### config.mk
export PLATFORM = sky130hd
export DESIGN_NAME = pll_ratio_search
export DESIGN_NICKNAME = d
export VERILOG_FILES = /design/src/rtl/pll_srch_pkg.sv /design/src/rtl/pll_srch_window.sv /design/src/rtl/pll_srch_divider.sv /design/src/rtl/pll_ratio_search.sv
export SDC_FILE = /design/constraint.sdc
export NUM_CORES = 2
export LEC_CHECK = 0
export BUFFER_PORTS_ARGS = -buffer_cell sky130_fd_sc_hd__buf_2
export CAP_MARGIN = 10
export CORE_ASPECT_RATIO = 0.7
export CORE_MARGIN = 10
export CORE_UTILIZATION = 35
export DETAILED_ROUTE_END_ITERATION = 8
export GPL_ROUTABILITY_DRIVEN = 1
export PLACE_DENSITY = 0.54
export SYNTH_ARGS = -nofsm -noshare
export SYNTH_HDL_FRONTEND = slang
export SYNTH_SLANG_ARGS = --single-unit
### constraint.sdc
create_clock -name clk_i -period 8.4 [get_ports clk_i]
set_input_delay 1.26 -clock clk_i [delete_from_list [all_inputs] [get_ports clk_i]]
set_output_delay 1.26 -clock clk_i [all_outputs]
set_load 0.1 [all_outputs]
### src/rtl/pll_srch_pkg.sv
package pll_srch_pkg;

    typedef enum logic [2:0] {
        ST_IDLE,
        ST_CHECK,
        ST_MGO,
        ST_MWAIT,
        ST_FGO,
        ST_FWAIT,
        ST_NEXT,
        ST_FINISH
    } srch_st_e;

endpackage

### src/rtl/pll_srch_window.sv
// Derives the legal pre-divider window from the reference frequency with a
// bank of constant comparators instead of a division.
module pll_srch_window #(
    parameter int REF_W   = 17,
    parameter int NW      = 5,
    parameter int NMAX    = 16,
    parameter int PFD_HI  = 8000,
    parameter int PFD_LO  = 2000
) (
    input  logic [REF_W-1:0] fin_i,
    output logic [NW-1:0]    nmin_o,
    output logic [NW-1:0]    nmax_o
);
    logic [NMAX-1:0] lo_vec;
    logic [NMAX-1:0] hi_vec;

    for (genvar k = 0; k < NMAX; k++) begin : g_cmp
        // ceil(Fin/PFD_HI) counts k >= 0 with k*PFD_HI < Fin
        assign lo_vec[k] = 32'(fin_i) > (k * PFD_HI);
        // floor(Fin/PFD_LO) counts k >= 1 with k*PFD_LO <= Fin
        assign hi_vec[k] = 32'(fin_i) >= ((k + 1) * PFD_LO);
    end

    always_comb begin
        nmin_o = NW'($countones(lo_vec));
        nmax_o = NW'($countones(hi_vec));
        if (nmin_o == '0) nmin_o = NW'(1);
        if (nmax_o == '0) nmax_o = NW'(1);
    end

endmodule

### src/rtl/pll_srch_divider.sv
// Restoring divider: one quotient bit per cycle, NUM_W cycles per division.
module pll_srch_divider #(
    parameter int NUM_W = 30,
    parameter int DEN_W = 17
) (
    input  logic             clk_i,
    input  logic             rst_ni,
    input  logic             go_i,
    input  logic [NUM_W-1:0] num_i,
    input  logic [DEN_W-1:0] den_i,
    output logic [NUM_W-1:0] quo_o,
    output logic             done_o
);
    localparam int CW = $clog2(NUM_W + 1);

    typedef struct packed {
        logic             busy;
        logic             done;
        logic [CW-1:0]    cnt;
        logic [DEN_W:0]   acc;
        logic [DEN_W-1:0] den;
        logic [NUM_W-1:0] quo;
    } dv_t;

    dv_t dv_d, dv_q;
    logic [DEN_W:0] shifted;

    always_comb begin
        dv_d      = dv_q;
        dv_d.done = 1'b0;
        shifted   = {dv_q.acc[DEN_W-1:0], dv_q.quo[NUM_W-1]};
        if (go_i) begin
            dv_d.busy = 1'b1;
            dv_d.cnt  = CW'(NUM_W);
            dv_d.acc  = '0;
            dv_d.den  = den_i;
            dv_d.quo  = num_i;
        end else if (dv_q.busy) begin
            if (shifted >= {1'b0, dv_q.den}) begin
                dv_d.acc = shifted - {1'b0, dv_q.den};
                dv_d.quo = {dv_q.quo[NUM_W-2:0], 1'b1};
            end else begin
                dv_d.acc = shifted;
                dv_d.quo = {dv_q.quo[NUM_W-2:0], 1'b0};
            end
            dv_d.cnt = dv_q.cnt - 1'b1;
            if (dv_q.cnt == CW'(1)) begin
                dv_d.busy = 1'b0;
                dv_d.done = 1'b1;
            end
        end
    end

    always_ff @(posedge clk_i) begin
        if (!rst_ni) dv_q <= '0;
        else         dv_q <= dv_d;
    end

    assign quo_o  = dv_q.quo;
    assign done_o = dv_q.done;

endmodule

### src/rtl/pll_ratio_search.sv
module pll_ratio_search
    import pll_srch_pkg::*;
#(
    parameter int RATE_W    = 22,
    parameter int REF_W     = 17,
    parameter int MW        = 10,
    parameter int NW        = 5,
    parameter int DIVW      = 4,
    parameter int NMAX      = 16,
    parameter int M_MIN     = 64,
    parameter int M_MAX     = 625,
    parameter int RATE_MIN  = 80000,
    parameter int RATE_MAX  = 2500000,
    parameter int REF_MIN   = 2000,
    parameter int REF_MAX   = 64000,
    parameter int F_MIN     = 40000,
    parameter int F_MAX     = 1250000,
    parameter int PFD_HI    = 8000,
    parameter int PFD_LO    = 2000,
    parameter int DIV_STEP  = 80000
) (
    input  logic                clk_i,
    input  logic                rst_ni,
    input  logic                start_i,
    input  logic [RATE_W-1:0]   rate_khz_i,
    input  logic [REF_W-1:0]    ref_khz_i,
    output logic                busy_o,
    output logic                done_o,
    output logic                err_o,
    output logic [MW-1:0]       mult_o,
    output logic [NW-1:0]       prediv_o,
    output logic [DIVW-1:0]     postdiv_o,
    output logic [RATE_W-2:0]   fout_khz_o,
    output logic [MW-1:0]       mult_code_o,
    output logic [NW-2:0]       prediv_code_o
);
    localparam int FOUT_W = RATE_W - 1;
    localparam int NUM_W  = RATE_W + 8;
    localparam int NCW    = NW - 1;

    localparam logic [RATE_W-1:0] RATE_LO = RATE_W'(RATE_MIN);
    localparam logic [RATE_W-1:0] RATE_HI = RATE_W'(RATE_MAX);
    localparam logic [REF_W-1:0]  REF_LO  = REF_W'(REF_MIN);
    localparam logic [REF_W-1:0]  REF_HI  = REF_W'(REF_MAX);
    localparam logic [NUM_W-1:0]  M_LO    = NUM_W'(M_MIN);
    localparam logic [NUM_W-1:0]  M_HI    = NUM_W'(M_MAX);
    localparam logic [NUM_W-1:0]  F_LO    = NUM_W'(F_MIN);
    localparam logic [NUM_W-1:0]  F_HI    = NUM_W'(F_MAX);
    localparam logic [FOUT_W-1:0] STEP1   = FOUT_W'(DIV_STEP);
    localparam logic [FOUT_W-1:0] STEP2   = FOUT_W'(2 * DIV_STEP);
    localparam logic [FOUT_W-1:0] STEP4   = FOUT_W'(4 * DIV_STEP);

    typedef struct packed {
        srch_st_e           state;
        logic [RATE_W-1:0]  rate;
        logic [REF_W-1:0]   fin;
        logic [FOUT_W-1:0]  fout;
        logic [DIVW-1:0]    pdiv;
        logic [NW-1:0]      n;
        logic [MW-1:0]      m_cur;
        logic               found;
        logic [NUM_W-1:0]   best_err;
        logic [MW-1:0]      best_m;
        logic [NW-1:0]      best_n;
        logic [FOUT_W-1:0]  best_f;
        logic               done;
        logic               err;
        logic [MW-1:0]      m_out;
        logic [NW-1:0]      n_out;
        logic [MW-1:0]      m_code;
        logic [NCW-1:0]     n_code;
        logic [DIVW-1:0]    div_out;
        logic [FOUT_W-1:0]  f_out;
    } srch_t;

    srch_t s_d, s_q;

    logic [NW-1:0]     win_nmin, win_nmax;
    logic              dv_go, dv_done;
    logic [NUM_W-1:0]  dv_num, dv_quo, delta;
    logic [REF_W-1:0]  dv_den;
    logic [FOUT_W-1:0] fout_w;
    logic [DIVW-1:0]   div_sel;

    pll_srch_window #(
        .REF_W (REF_W), .NW (NW), .NMAX (NMAX),
        .PFD_HI(PFD_HI), .PFD_LO(PFD_LO)
    ) win_i (
        .fin_i (s_q.fin),
        .nmin_o(win_nmin),
        .nmax_o(win_nmax)
    );

    pll_srch_divider #(.NUM_W(NUM_W), .DEN_W(REF_W)) div_i (
        .clk_i (clk_i),
        .rst_ni(rst_ni),
        .go_i  (dv_go),
        .num_i (dv_num),
        .den_i (dv_den),
        .quo_o (dv_quo),
        .done_o(dv_done)
    );

    always_comb begin
        fout_w = s_q.rate[RATE_W-1:1];
        if (fout_w <= STEP1)      div_sel = DIVW'(8);
        else if (fout_w <= STEP2) div_sel = DIVW'(4);
        else if (fout_w <= STEP4) div_sel = DIVW'(2);
        else                      div_sel = DIVW'(1);
        delta = (dv_quo > NUM_W'(s_q.fout)) ? dv_quo - NUM_W'(s_q.fout)
                                            : NUM_W'(s_q.fout) - dv_quo;
    end

    always_comb begin
        s_d    = s_q;
        s_d.done = 1'b0;
        dv_go  = 1'b0;
        dv_num = '0;
        dv_den = '0;
        unique case (s_q.state)
            ST_IDLE: begin
                if (start_i) begin
                    s_d.rate  = rate_khz_i;
                    s_d.fin   = ref_khz_i;
                    s_d.state = ST_CHECK;
                end
            end
            ST_CHECK: begin
                s_d.fout     = fout_w;
                s_d.pdiv     = div_sel;
                s_d.n        = win_nmin;
                s_d.found    = 1'b0;
                s_d.best_err = '1;
                if (s_q.rate < RATE_LO || s_q.rate > RATE_HI ||
                    s_q.fin < REF_LO || s_q.fin > REF_HI)
                    s_d.state = ST_FINISH;
                else
                    s_d.state = ST_MGO;
            end
            ST_MGO: begin
                dv_go  = 1'b1;
                dv_num = NUM_W'(s_q.fout) * NUM_W'(s_q.n) * NUM_W'(s_q.pdiv)
                       + NUM_W'(s_q.fin >> 1);
                dv_den = s_q.fin;
                s_d.state = ST_MWAIT;
            end
            ST_MWAIT: begin
                if (dv_done) begin
                    s_d.m_cur = MW'(dv_quo);
                    s_d.state = (dv_quo < M_LO || dv_quo > M_HI) ? ST_NEXT : ST_FGO;
                end
            end
            ST_FGO: begin
                dv_go  = 1'b1;
                dv_num = NUM_W'(s_q.m_cur) * NUM_W'(s_q.fin);
                dv_den = REF_W'(s_q.n) * REF_W'(s_q.pdiv);
                s_d.state = ST_FWAIT;
            end
            ST_FWAIT: begin
                if (dv_done) begin
                    // strict compare keeps the lowest N on equal error
                    if (dv_quo >= F_LO && dv_quo <= F_HI && delta < s_q.best_err) begin
                        s_d.found    = 1'b1;
                        s_d.best_err = delta;
                        s_d.best_m   = s_q.m_cur;
                        s_d.best_n   = s_q.n;
                        s_d.best_f   = FOUT_W'(dv_quo);
                    end
                    s_d.state = ST_NEXT;
                end
            end
            ST_NEXT: begin
                if (s_q.n >= win_nmax) begin
                    s_d.state = ST_FINISH;
                end else begin
                    s_d.n     = s_q.n + 1'b1;
                    s_d.state = ST_MGO;
                end
            end
            ST_FINISH: begin
                s_d.done = 1'b1;
                s_d.err  = !s_q.found;
                if (s_q.found) begin
                    s_d.m_out   = s_q.best_m;
                    s_d.n_out   = s_q.best_n;
                    s_d.m_code  = s_q.best_m - MW'(2);
                    s_d.n_code  = NCW'(s_q.best_n - NW'(1));
                    s_d.div_out = s_q.pdiv;
                    s_d.f_out   = s_q.best_f;
                end
                s_d.state = ST_IDLE;
            end
            default: s_d.state = ST_IDLE;
        endcase
    end

    always_ff @(posedge clk_i) begin
        if (!rst_ni) begin
            s_q       <= '0;
            s_q.state <= ST_IDLE;
        end else begin
            s_q <= s_d;
        end
    end

    assign busy_o        = (s_q.state != ST_IDLE);
    assign done_o        = s_q.done;
    assign err_o         = s_q.err;
    assign mult_o        = s_q.m_out;
    assign prediv_o      = s_q.n_out;
    assign postdiv_o     = s_q.div_out;
    assign fout_khz_o    = s_q.f_out;
    assign mult_code_o   = s_q.m_code;
    assign prediv_code_o = s_q.n_code;

endmodule

==> summary.md <==
| Metric | Value |
|---|---|
| Worst-Margin Slew | 1.18 ns |
| Area of the multi-input gates | 0.0215 mm2 |
| Vias in the first global route | 24900 |
| Mapped Nets | 4352 |
| Register Area | around 0.0055 mm2 |
| Relative slew slack | between 20 and 25% |
| Core ar. | about 0.084 mm2 |
| Mean Syn Cell Area | 7.89 um2 |
| Max incr delay on CP | ~0.55 ns |
| Worst setup margin | between 0.3 and 0.4 ns |
| Reg clk slew, reported paths | about 0.060 ns |
| Crit path buf inv count | 6 |
| Num CTS Buffers | 35 |
| Tot Pwr | roughly 10 mW |
| Worst-skew pair later-pin latency | between 0.5 and 0.6 ns |
| Layout cells sized above 1 | 7.42% |
| Drt drc | 0 |
| Netlist Area Pre-Place | ~0.03 mm2 |
| Design area | about 0.032 mm2 |
| HP Class | flop to flop |
| CTS tree | done |
| Fmax | approximately 120 MHz |
| Seq/Total Area, Yosys | roughly 19% |
| Hold slack | between 0.4 and 0.5 ns |
| Final wirelength | between 90000 and 100000 um |
| Synth warn | 0 |
| Most used cell, CP | fa_1 |
| Hold Fails Final Rpt | 0 |
| Port Buffer Count | between 90 and 100 |
| Drt first pass iters | 6 |
| Initial antenna violation count | 0 |
| Flop pwr share | 17.9% |
| Comb pwr share | about two thirds |
| Hpwl dp | 71600 um |
| Die Y | between 200 and 300 um |
| FF-to-FF path depth | 31 |
| Placed insts | between 4000 and 5000 |
| Die outline area | 0.0970 mm2 |
| Synth Register Bits | approximately 280 |
| Asr flop ratio synth | 0% |
| Critical path's slowest cell | fa_1 |
| Post-synth top area share | between 10% and 20% |
| Vias/cell | roughly 5.3 |
| CP Data Arrival Time | around 8.4 ns |
| Area leader, netlist | dfxtp_1 |
| Remaining antenna violation count | 0 |
| DR WL/cell | roughly 19 um |
| VDD IR max | about 0.23 mV |
| Clk_skew | around 0.027 ns |
| DR iter-0 viols | 2236 |
| Net Switching | between 5 and 6 mW |
| Syn-to-layout area delta | 8.84% |
| Final Max Slew Viols | 0 |
| Sw Share | 49.8% |
| Nets | 4302 |
| Synth top area cells | dfxtp_1 (19%), fa_1 (18%), ha_1 (12%), nand2_1 (7.5%), a21oi_1 (6.4%) |
| Crit share post-route | between 90% and 100% |
| Setup violators final | 0 |
| Hold path depth | 2 |
| DR vias | 25800 |
| EDFF count, synth | 0 |
| ANT cells | 0 |
| H-Tree Depth | 2 |
| Clk root buf | clkbuf_16 |
| Startpoint types | flop |
| Fill cells | between 8000 and 9000 |
| Outcome | finished, final reports clean |
| Pint | ~5.3 mW |
| Cell variety after synth | 79 |
| Ys flop type | dfxtp_1 |
| Crit-path max FO | 9 |
| I/O pins | 99 |
| Clock tree buffer depth | 3 |
| CP delay by family, top | adder cells |
| Fin cells | between 4000 and 5000 |
| Largest net degree at the start of global routing | approximately 70 |
| Synth Instances | about 3800 |
| Max-cap violation count | 0 |
| Critical path depth | 31 |
| CP Capture Type | flop |
| Total gr overflow | 0 |
| Pre-CTS setup slack | 0.180 ns |
| Total track usage | 18.9% |
| First-pass GRT wire length | ~150000 um |
| Row cnt | 89 |
| CTS sink cnt | between 200 and 300 |
| Critical path type | flop to flop |
| Routability Congestion | 0.908 |
| Die width | between 300 and 400 um |
| Clock group share of total power | around 16% |
| Initial Utilization | roughly a third |
| Pleak | 15.0 nW |
| Pwr/cell area | 325 mW/mm2 |
| Worst endpoint required time | just under 9 ns |
| Fin crit period | between 8 and 9 ns |
| DP Area | slightly above 0.03 mm2 |
==> registers in the layout, summed over array words and instances (netlist names) <==
name           count
div_i.done_o       1
div_i.dv_q        40
div_i.quo_o       30
done_o             1
err_o              1
fout_khz_o        21
fout_w            21
mult_code_o        9
mult_o            10
postdiv_o          4
prediv_code_o      4
prediv_o           5
s_q              128
==> worst reg2reg max path, delay by kind of cell, from the launching register on <==
family / cells / cell delay, ns
AND/OR/NAND/NOR: 5 / 0.85
buffers and inverters: 6 / 0.54
adder cells (fa/ha/maj): 8 / 3.71
XOR/XNOR: 2 / 0.23
AO/OA/AOI/OAI: 10 / 2.07
flip-flops: 1 / 0.42
==> power by group through the flow <==
stage          clock, mW  sequential, mW  combinational [mW]
3_5_place_dp           0            1.89                6.83
4_1_cts             1.71            1.86                6.89
5_1_grt             1.76            1.90                7.85
6_report            1.67            1.88                6.95
3_3_place_gp           0            1.89                6.79
2_1_floorplan          0            1.69                5.12
==> metrics by stage <==
step	TNS [ns]	util [%]
4_1_cts	0	38.2
2_1_floorplan	0	-
5_1_grt	-0.0349	38.4
3_5_place_dp	0	36.8
3_3_place_gp	0	36.8
6_report	0	38.4
==> cells by family (layout without fill, tap and decap cells) <==
| group | after synthesis | count (layout) | share of synthesized area (%) |
|---|---|---|---|
| compound gates | 857 | 857 | 17.6 |
| xor+xnor | 124 | 124 | 3.66 |
| flops | 275 | 275 | 18.6 |
| fa+ha+maj | 550 | 550 | 30.0 |
| buf+inv | 666 | 639 | 9.17 |
| simple gates | 1260 | 1260 | 20.1 |
| mux | 28 | 28 | 0.953 |
==> synthesized netlist by cell type (29+ instances only) <==
cell / count
xor2_1: 43
nor3_1: 42
fa_1: 269
nand3_1: 36
a211oi_1: 29
buf_4: 54
nor2_1: 186
a21o_1: 64
nand4_1: 32
clkbuf_1: 173
o21ai_0: 160
ha_1: 281
nand2_1: 589
dfxtp_1: 275
a21oi_1: 377
xnor2_1: 81
a31oi_1: 29
inv_1: 410
and2_1: 230
==> per-layer routing <==
metal | global-route usage [%] | part of all wire, % | up-vias
met3 | 4.32 | 8.4 | 115
met4 | 4.80 | 2.4 | 0
met5 | 0 | 0 | -
met1 | 28.5 | 50 | 12400
li1 | - | - | 12400
met2 | 26.3 | 39 | 854
==> cells in the final DEF (no fill, tap or decap), drive strengths merged, types with 32 or more instances in the layout <==
cell type,instances
fa,269
xor2,43
ha,281
a21oi,377
nand4,32
nor2,186
nand3,36
o21ai,161
clkbuf,50
dfxtp,275
a21o,64
and2,230
buf,168
nand2,589
xnor2,81
inv,412
nor3,42
==> path summary, 6_finish.rpt <==
check | from | endpoint | slack, ns
max | s_q[135] | div_i.quo_o[24] | 0.40
min | prediv_o[2] | prediv_o[2] | 0.45
max reg2reg | s_q[135] | div_i.quo_o[24] | 0.40
min reg2reg | prediv_o[2] | prediv_o[2] | 0.45
==> cell type report <==
cell class                      instances  share of cell area [%]
Multi-Input combinational cell       2819                    66.7
Sequential cell                       275                    17.1
Inverter                              410                    4.78
Tap cell                             1137                    4.41
Timing Repair Buffer                  169                    3.21
Clock buffer                           49                    3.13
Clock inverter                         11                   0.713
==> what timing repair did <==
action,4_1_cts,5_1_grt
buffers inserted,0,2
resized for setup,0,11
endpoints found under the hold margin,0,0
endpoints found under the setup margin,0,10
hold buffers,0,0
Note: power is estimated with default switching activity, not from simulation.
